<file path="config.mk">
export PLATFORM = sky130hd
export DESIGN_NAME = quiet_fcmp
export DESIGN_NICKNAME = d
export VERILOG_FILES = /design/src/rtl/fpcmp_pkg.sv /design/src/rtl/fpcmp_classify.sv /design/src/rtl/fpcmp_order.sv /design/src/rtl/fpcmp_decide.sv /design/src/rtl/quiet_fcmp.sv
export SDC_FILE = /design/constraint.sdc
export NUM_CORES = 1
export LEC_CHECK = 0
export ABC_CLOCK_PERIOD_IN_PS = 7550
export BUFFER_PORTS_ARGS = -buffer_cell sky130_fd_sc_hd__buf_2
export CORE_MARGIN = 1.5
export CORE_UTILIZATION = 58
export DETAILED_ROUTE_END_ITERATION = 8
export PLACE_DENSITY = 0.91
export SLEW_MARGIN = 30
export SYNTH_ARGS = -nofsm -noshare
export SYNTH_HDL_FRONTEND = slang
export SYNTH_HIERARCHICAL = 1
export SYNTH_SLANG_ARGS = --single-unit
</file>
<file path="constraint.sdc">
create_clock -name vclk -period 7.55
set_input_delay 1.51 -clock vclk [all_inputs]
set_output_delay 1.51 -clock vclk [all_outputs]
set_load 0.03 [all_outputs]
</file>
<file path="src/rtl/fpcmp_pkg.sv">
package fpcmp_pkg;

    // widest format: 64-bit, magnitude excludes the sign bit
    localparam int BUS_W   = 64;
    localparam int MAG_W   = BUS_W - 1;
    localparam int PRED_W  = 8;
    localparam int FLAG_W  = 5;

    localparam int SP_EXP_W = 8;
    localparam int SP_MAN_W = 23;
    localparam int DP_EXP_W = 11;
    localparam int DP_MAN_W = 52;

    typedef enum logic [1:0] {
        CMP_EQ   = 2'd0,
        CMP_GT   = 2'd1,
        CMP_GE   = 2'd2,
        CMP_RSVD = 2'd3
    } cmp_op_e;

    typedef enum logic [1:0] {
        ORD_LESS      = 2'd0,
        ORD_EQUAL     = 2'd1,
        ORD_GREATER   = 2'd2,
        ORD_UNORDERED = 2'd3
    } cmp_ord_e;

    typedef struct packed {
        logic             sign;
        logic             nan;
        logic             zero;
        logic [MAG_W-1:0] mag;
    } opnd_cls_t;

endpackage

</file>
<file path="src/rtl/fpcmp_classify.sv">
module fpcmp_classify
    import fpcmp_pkg::*;
#(
    parameter int EXP_W = 8,
    parameter int MAN_W = 23
) (
    input  logic [EXP_W+MAN_W:0] bits_i,
    output opnd_cls_t            cls_o
);

    localparam int FMT_W = EXP_W + MAN_W + 1;

    logic [EXP_W-1:0] expo;
    logic [MAN_W-1:0] frac;

    assign expo = bits_i[FMT_W-2 -: EXP_W];
    assign frac = bits_i[MAN_W-1:0];

    always_comb begin
        cls_o      = '0;
        cls_o.sign = bits_i[FMT_W-1];
        cls_o.nan  = (&expo) && (|frac);
        cls_o.zero = ~|bits_i[FMT_W-2:0];
        cls_o.mag[FMT_W-2:0] = bits_i[FMT_W-2:0];
    end

endmodule

</file>
<file path="src/rtl/fpcmp_order.sv">
module fpcmp_order
    import fpcmp_pkg::*;
(
    input  opnd_cls_t a_i,
    input  opnd_cls_t b_i,
    output cmp_ord_e  ord_o
);

    logic mag_eq;
    logic mag_gt;

    assign mag_eq = (a_i.mag == b_i.mag);
    assign mag_gt = (a_i.mag >  b_i.mag);

    always_comb begin
        if (a_i.nan || b_i.nan) begin
            ord_o = ORD_UNORDERED;
        end else if (a_i.zero && b_i.zero) begin
            ord_o = ORD_EQUAL;
        end else if (a_i.sign != b_i.sign) begin
            ord_o = a_i.sign ? ORD_LESS : ORD_GREATER;
        end else if (mag_eq) begin
            ord_o = ORD_EQUAL;
        end else if (mag_gt) begin
            // larger magnitude wins for positives, loses for negatives
            ord_o = a_i.sign ? ORD_LESS : ORD_GREATER;
        end else begin
            ord_o = a_i.sign ? ORD_GREATER : ORD_LESS;
        end
    end

endmodule

</file>
<file path="src/rtl/fpcmp_decide.sv">
module fpcmp_decide
    import fpcmp_pkg::*;
(
    input  logic [1:0]        op_i,
    input  cmp_ord_e          ord_i,
    output logic [PRED_W-1:0] pred_o
);

    cmp_op_e op;
    logic    hit;

    assign op = cmp_op_e'(op_i);

    always_comb begin
        unique case (op)
            CMP_EQ:   hit = (ord_i == ORD_EQUAL);
            CMP_GT:   hit = (ord_i == ORD_GREATER);
            CMP_GE:   hit = (ord_i == ORD_GREATER) || (ord_i == ORD_EQUAL);
            CMP_RSVD: hit = 1'b0;
            default:  hit = 1'b0;
        endcase
    end

    assign pred_o = {PRED_W{hit}};

endmodule

</file>
<file path="src/rtl/quiet_fcmp.sv">
module quiet_fcmp
    import fpcmp_pkg::*;
(
    input  logic [BUS_W-1:0]  opa_i,
    input  logic [BUS_W-1:0]  opb_i,
    input  logic              dbl_i,
    input  logic [1:0]        op_i,
    output logic [PRED_W-1:0] pred_o,
    output logic [FLAG_W-1:0] flags_o
);

    localparam int NUM_OPND = 2;
    localparam int SP_W     = SP_EXP_W + SP_MAN_W + 1;
    localparam int DP_W     = DP_EXP_W + DP_MAN_W + 1;

    logic [BUS_W-1:0] bus [NUM_OPND];
    opnd_cls_t        cls [NUM_OPND];
    cmp_ord_e         ord;

    assign bus[0] = opa_i;
    assign bus[1] = opb_i;

    for (genvar g = 0; g < NUM_OPND; g++) begin : g_opnd
        opnd_cls_t sp_cls;
        opnd_cls_t dp_cls;

        fpcmp_classify #(
            .EXP_W (SP_EXP_W),
            .MAN_W (SP_MAN_W)
        ) u_sp (
            .bits_i (bus[g][SP_W-1:0]),
            .cls_o  (sp_cls)
        );

        fpcmp_classify #(
            .EXP_W (DP_EXP_W),
            .MAN_W (DP_MAN_W)
        ) u_dp (
            .bits_i (bus[g][DP_W-1:0]),
            .cls_o  (dp_cls)
        );

        assign cls[g] = dbl_i ? dp_cls : sp_cls;
    end

    fpcmp_order u_order (
        .a_i   (cls[0]),
        .b_i   (cls[1]),
        .ord_o (ord)
    );

    fpcmp_decide u_decide (
        .op_i   (op_i),
        .ord_i  (ord),
        .pred_o (pred_o)
    );

    // comparisons are quiet: nothing is ever signalled
    assign flags_o = '0;

endmodule

</file>
=== Word level (Yosys, flattened, before mapping) ===
Cells that the tools add are included.

* Flip-flop bits (word level): 0
* Input port bits: 131
* Output and inout bits: 13
* Logic and storage cells: 42

* Order comparisons: 1
* Equality and inequality tests: 7
* Mux-type cells: 10
* Reductions and logical operators: 24

{| class="wikitable"
|+ Operators with widths
! operator !! number
|-
| 66-bit 2-to-1 mux || 2
|-
| 63-bit OR reduction || 2
|-
| 52-bit OR reduction || 2
|-
| 63-bit equality test || 1
|-
| 63-bit > comparator || 1
|-
| 31-bit OR reduction || 2
|-
| 23-bit OR reduction || 2
|-
| 11-bit AND reduction || 2
|-
| 8-bit AND reduction || 2
|-
| 2-bit 2-to-1 mux || 7
|-
| 2-bit equality test (second input constant) || 3
|-
| 1-bit logical AND || 5
|-
| 2-bit by 1-bit equality test with 1-bit output (second input constant) || 2
|-
| 1-bit zero test || 4
|-
| 1-bit case mux with 4 select lines || 1
|-
| 2-bit zero test || 1
|-
| 1-bit logical OR || 2
|-
| 1-bit inequality test || 1
|}

=== Logic depth before layout (Yosys ltp) ===
* Word-level depth: 12
* Gate-level depth with buffers: 18
* Gate-level depth less buffers: 14

=== Modules after synthesis ===
Netlist, hierarchy kept.

{| class="wikitable"
|+ By module, submodules not included
! module !! instances !! cells an instance !! area each (µm²) !! seq. area each (µm²)
|-
| quiet_fcmp || 1 || 153 || 1,969.4 || 0.0
|-
| fpcmp_order || 1 || 235 || 1,662.8 || 0.0
|-
| fpcmp_classify at g_opnd[0].u_dp ... || 2 || 90 || 651.9 || 0.0
|-
| fpcmp_classify at g_opnd[0].u_sp ... || 2 || 81 || 586.8 || 0.0
|-
| fpcmp_decide || 1 || 15 || 115.1 || 0.0
|}

=== Worst setup path after synthesis ===
Ideal clock, no wire load.

* Path type: input to output
* Start point: in dbl_i
* End point: out pred_o[0]
* Data arrival time: 4.891 ns
* Data required time: 6.040 ns
* Setup slack: 1.149 ns
* Stages on the path: 16
* Buffers on the path: 4
* Cell sequence: buf_6 buf_8 buf_6 mux2_4 inv_1 ha_1 a21oi_1 a21oi_1 o31a_1 o311ai_1 nand4_1 or3_1 a311o_1 ha_1 o22ai_1 buf_4

* Word-level cells in the longest chain between the ends: 10
* Elaborated cells on any way between the ends: 18
* Those cells by class: order compare: 1; eq/ne: 4; mux: 10; reduce/logical: 3

{| class="wikitable"
|+ Ends and longest elaborated chain
! element !! RTL line !! RTL
|-
| start: declaration || quiet_fcmp.sv:6 || <nowiki>input logic dbl_i,</nowiki>
|-
| 66-bit 2-to-1 mux || quiet_fcmp.sv:43 || <nowiki>assign cls[g] = dbl_i ? dp_cls : sp_cls;</nowiki>
|-
| 63-bit > comparator (tied with other cells) || fpcmp_order.sv:13 || <nowiki>assign mag_gt = (a_i.mag > b_i.mag);</nowiki>
|-
| 2-bit 2-to-1 mux || fpcmp_order.sv:24 || <nowiki>end else if (mag_gt) begin</nowiki>
|-
| 2-bit 2-to-1 mux || fpcmp_order.sv:22 || <nowiki>end else if (mag_eq) begin</nowiki>
|-
| 2-bit 2-to-1 mux || fpcmp_order.sv:20 || <nowiki>end else if (a_i.sign != b_i.sign) begin</nowiki>
|-
| 2-bit 2-to-1 mux || fpcmp_order.sv:18 || <nowiki>end else if (a_i.zero && b_i.zero) begin</nowiki>
|-
| 2-bit 2-to-1 mux * || fpcmp_order.sv:16 || <nowiki>if (a_i.nan || b_i.nan) begin</nowiki>
|-
| named net ord[1] || quiet_fcmp.sv:18 || <nowiki>cmp_ord_e ord;</nowiki>
|-
| 2-bit equality test or 2-bit by 1-bit equality test with 1-bit output (tied branches) || fpcmp_decide.sv:17, fpcmp_decide.sv:18, fpcmp_decide.sv:16 ||
|-
| 1-bit logical OR || fpcmp_decide.sv:18 || <nowiki>CMP_GE: hit = (ord_i == ORD_GREATER) || (ord_i == ORD_EQUAL);</nowiki>
|-
| 1-bit case mux with 4 select lines * || fpcmp_decide.sv:15 || <nowiki>unique case (op)</nowiki>
|-
| end: declaration || quiet_fcmp.sv:8 || <nowiki>output logic [PRED_W-1:0] pred_o,</nowiki>
|}

Mark *: on every way through the listed nets, which the timed path passes. The rest lies on a longest branch.

=== Worst setup path in the final report ===
* Start point: in dbl_i
* End point: out pred_o[5]

Same word-level chain as after synthesis.

==> metrics.csv <==
stage;metric;value;unit
sta;Final period util;94.0;%
cells_and_area;Area Overhead vs Synth;-15.8;%
synthesis;Synth Area in Simple Gates;13.1;%
die;Rows;37;
worst_setup_path;Worst Path Max Fanout;71;
sta;RSZ-0062 raised after global routing;false;
synthesis;Synth Area per Inst;8.36;um2
sta;worst-margin pin slew;0.765;ns
worst_setup_path;WP buf/inv;5;
synthesis;Synth cell types;43;
worst_hold_path;HP Class;in -> out;
sta;slew margin rel.;49.0;%
worst_setup_path;CP endpoint kind;primary output;
die;Die X;107;um
global_routing;largest net degree at the start of global routing;72;
synthesis;Mapped Cells;745;
cells_and_area;FF/Latch Area;0;um2
die;total I/O pin count;144;
die;height of the die;107;um
global_routing;vias in the first global route;3980;
cells_and_area;share of post-route cells with drive strength above 1;42.9;%
sta;Max Transition Viols Final;0;
die;die area;11400;um2
global_routing;initial antenna violation count;0;
synthesis;Synthesis Warnings;6;
die;core box area;10400;um2
worst_hold_path;hold depth;3;
routing;DRC;0;
worst_setup_path;Worst EP arrival;5.59;ns
synthesis;XOR/XNOR Fraction of Synth Area;0;%
worst_setup_path;Crit Path Class;in -> out;
synthesis;Synth area leaders;buf_4 (32%), mux2_4 (19%), ha_1 (13%), mux2_2 (9.4%), nor4_1 (4.5%);
synthesis;sequential share of the synthesized area;0;%
worst_setup_path;element type at the critical path start;input port;
clocking;hold_buf cts;0;
global_routing;global route overflow;0;
cells_and_area;final core utilization;50.5;%
synthesis;mux contribution to synthesized area;28.9;%
synthesis;synthesized area;6220;um2
routing;antenna-violating nets left;0;
placement;routability cong.;0.881;
routing;Post-Route WL;11.8;mm
clocking;# Post-CTS Setup Buffers;0;
sta;Final TNS setup;0;ns
power_and_ir_drop;Max rail drop VDD;36.4;uV
worst_setup_path;critical path's top delay family;compound AO/OA/AOI/OAI gates;
routing;via count;4177;
synthesis;Synth Area in Adders;13.1;%
cells_and_area;antenna fix cells;0;
global_routing;first-pass GRT wire length;18.6;mm
placement;dpl cell area;5240;um2
worst_hold_path;WHS Endpoint;pred_o[2];
cells_and_area;clkbuf count;0;
worst_setup_path;CP max-delay cell;buf_6;
routing;vias per cell;5.17;
worst_setup_path;Worst EP required;6.04;ns
cells_and_area;layout net count;870;
synthesis;dominant cell type by area after synthesis;buf_4;
synthesis;commonest cells in the netlist;buf_4 (269), mux2_4 (80), inv_1 (68);
worst_setup_path;Max stage delay on crit path;0.56;ns
synthesis;Synth Area in Compound Gates;5.97;%
placement;# port buffers;139;
cells_and_area;fin area;5240;um2
worst_hold_path;Hold Startpoint;op_i[1];
cells_and_area;Seq cells;0;
clocking;CTS resizes;0;
worst_setup_path;worst setup path startpoint;dbl_i;
power_and_ir_drop;PwrDens;59.5;nW/um2
synthesis;area share of the largest cell type after synthesis;32.4;%
status;outcome;finished, final reports clean;
job;Max Cap Viol;0;
sta;Final Hold Violating Endpoints;0;
worst_setup_path;crit-path cells;buf_6 > buf_4 > mux2_4 > inv_1 > ha_1 > o21ai_0 > o21ai_0 > o211ai_1 > a31oi_1 > o41a_1 > or3_1 > a311o_1 > inv_1 > ha_1 > mux2i_1 > o22ai_1 > buf_2;
sta;fmax;141;MHz
global_routing;total track usage;19.9;%
placement;dpl hpwl;10.5;mm
routing;routed len/inst;14.6;um
synthesis;largest family of logic cells by synthesized area;buffers and inverters;
synthesis;most common cell in the netlist;buf_4;
power_and_ir_drop;Leak Pwr;2.78;nW
die;Initial Util;60.0;%
sta;fin crit period;7.10;ns
routing;Initial DRT Pass Iterations;4;
sta;# setup viols final;0;
routing;detailed router's first-iteration violation count;151;
==> routing by layer <==
layer	share of wire [%]	GRT usage, %
met3	5.9	2.43
met5	0	0
met2	48	36.6
met4	2.6	5.05
met1	43	24.4
==> worst min-delay path, delay by kind of cell <==
family / cells / cell delay [ns]
buf+inv: 2 / 0.30
compound gates: 1 / 0.15
==> layout make-up <==
class / count / area, um2
inverter: 68 / 255
multi-input combinational: 459 / 4060
timing repair buffer: 145 / 759
tap: 136 / 170
fill: 995 / 5130
==> per-stage QoR <==
stage / cells / hold slack (ns) / setup WS (ns) / power, mW
after floorplan: 811 / 3.38 / 1.15 / 0.316
after global placement: 808 / 3.47 / 0.639 / 0.297
after detailed placement: 808 / 3.48 / 0.519 / 0.307
after CTS: 808 / 3.48 / 0.513 / 0.309
after global routing: 808 / 3.51 / 0.226 / 0.344
final: 808 / 3.47 / 0.454 / 0.312
==> cells in the final DEF, fill, tap and decap left out, drive strengths merged, types with 18 or more instances in the layout <==
| master | count |
|---|---|
| buf | 145 |
| a21oi | 22 |
| conb | 69 |
| ha | 65 |
| nor4 | 51 |
| mux2 | 132 |
| nand2 | 18 |
| inv | 68 |
| nand4 | 26 |
==> cell families after synthesis <==
logic type,count (synthesis)
AOI/OAI and AO/OA,56
adders and majority gates,65
buffers and inverters,352
muxes,133
other,3
and+or+nand+nor,136
==> how the worst max path moves through the flow <==
stage | slack [ns] | cells past startpoint | to
after floorplan | 1.15 | 16 | pred_o[0]
after global placement | 0.64 | 14 | pred_o[3]
after detailed placement | 0.52 | 17 | pred_o[5]
after CTS | 0.51 | 17 | pred_o[5]
after global routing | 0.23 | 16 | pred_o[5]
final | 0.45 | 17 | pred_o[5]
==> power breakdown <==
| group | internal (mW) | total, mW | switching, mW |
|---|---|---|---|
| clock network | 0 | 0 | 0 |
| registers | 0 | 0 | 0 |
| logic | 0.155 | 0.312 | 0.157 |
No activity file was read; power rests on OpenSTA's default activity.
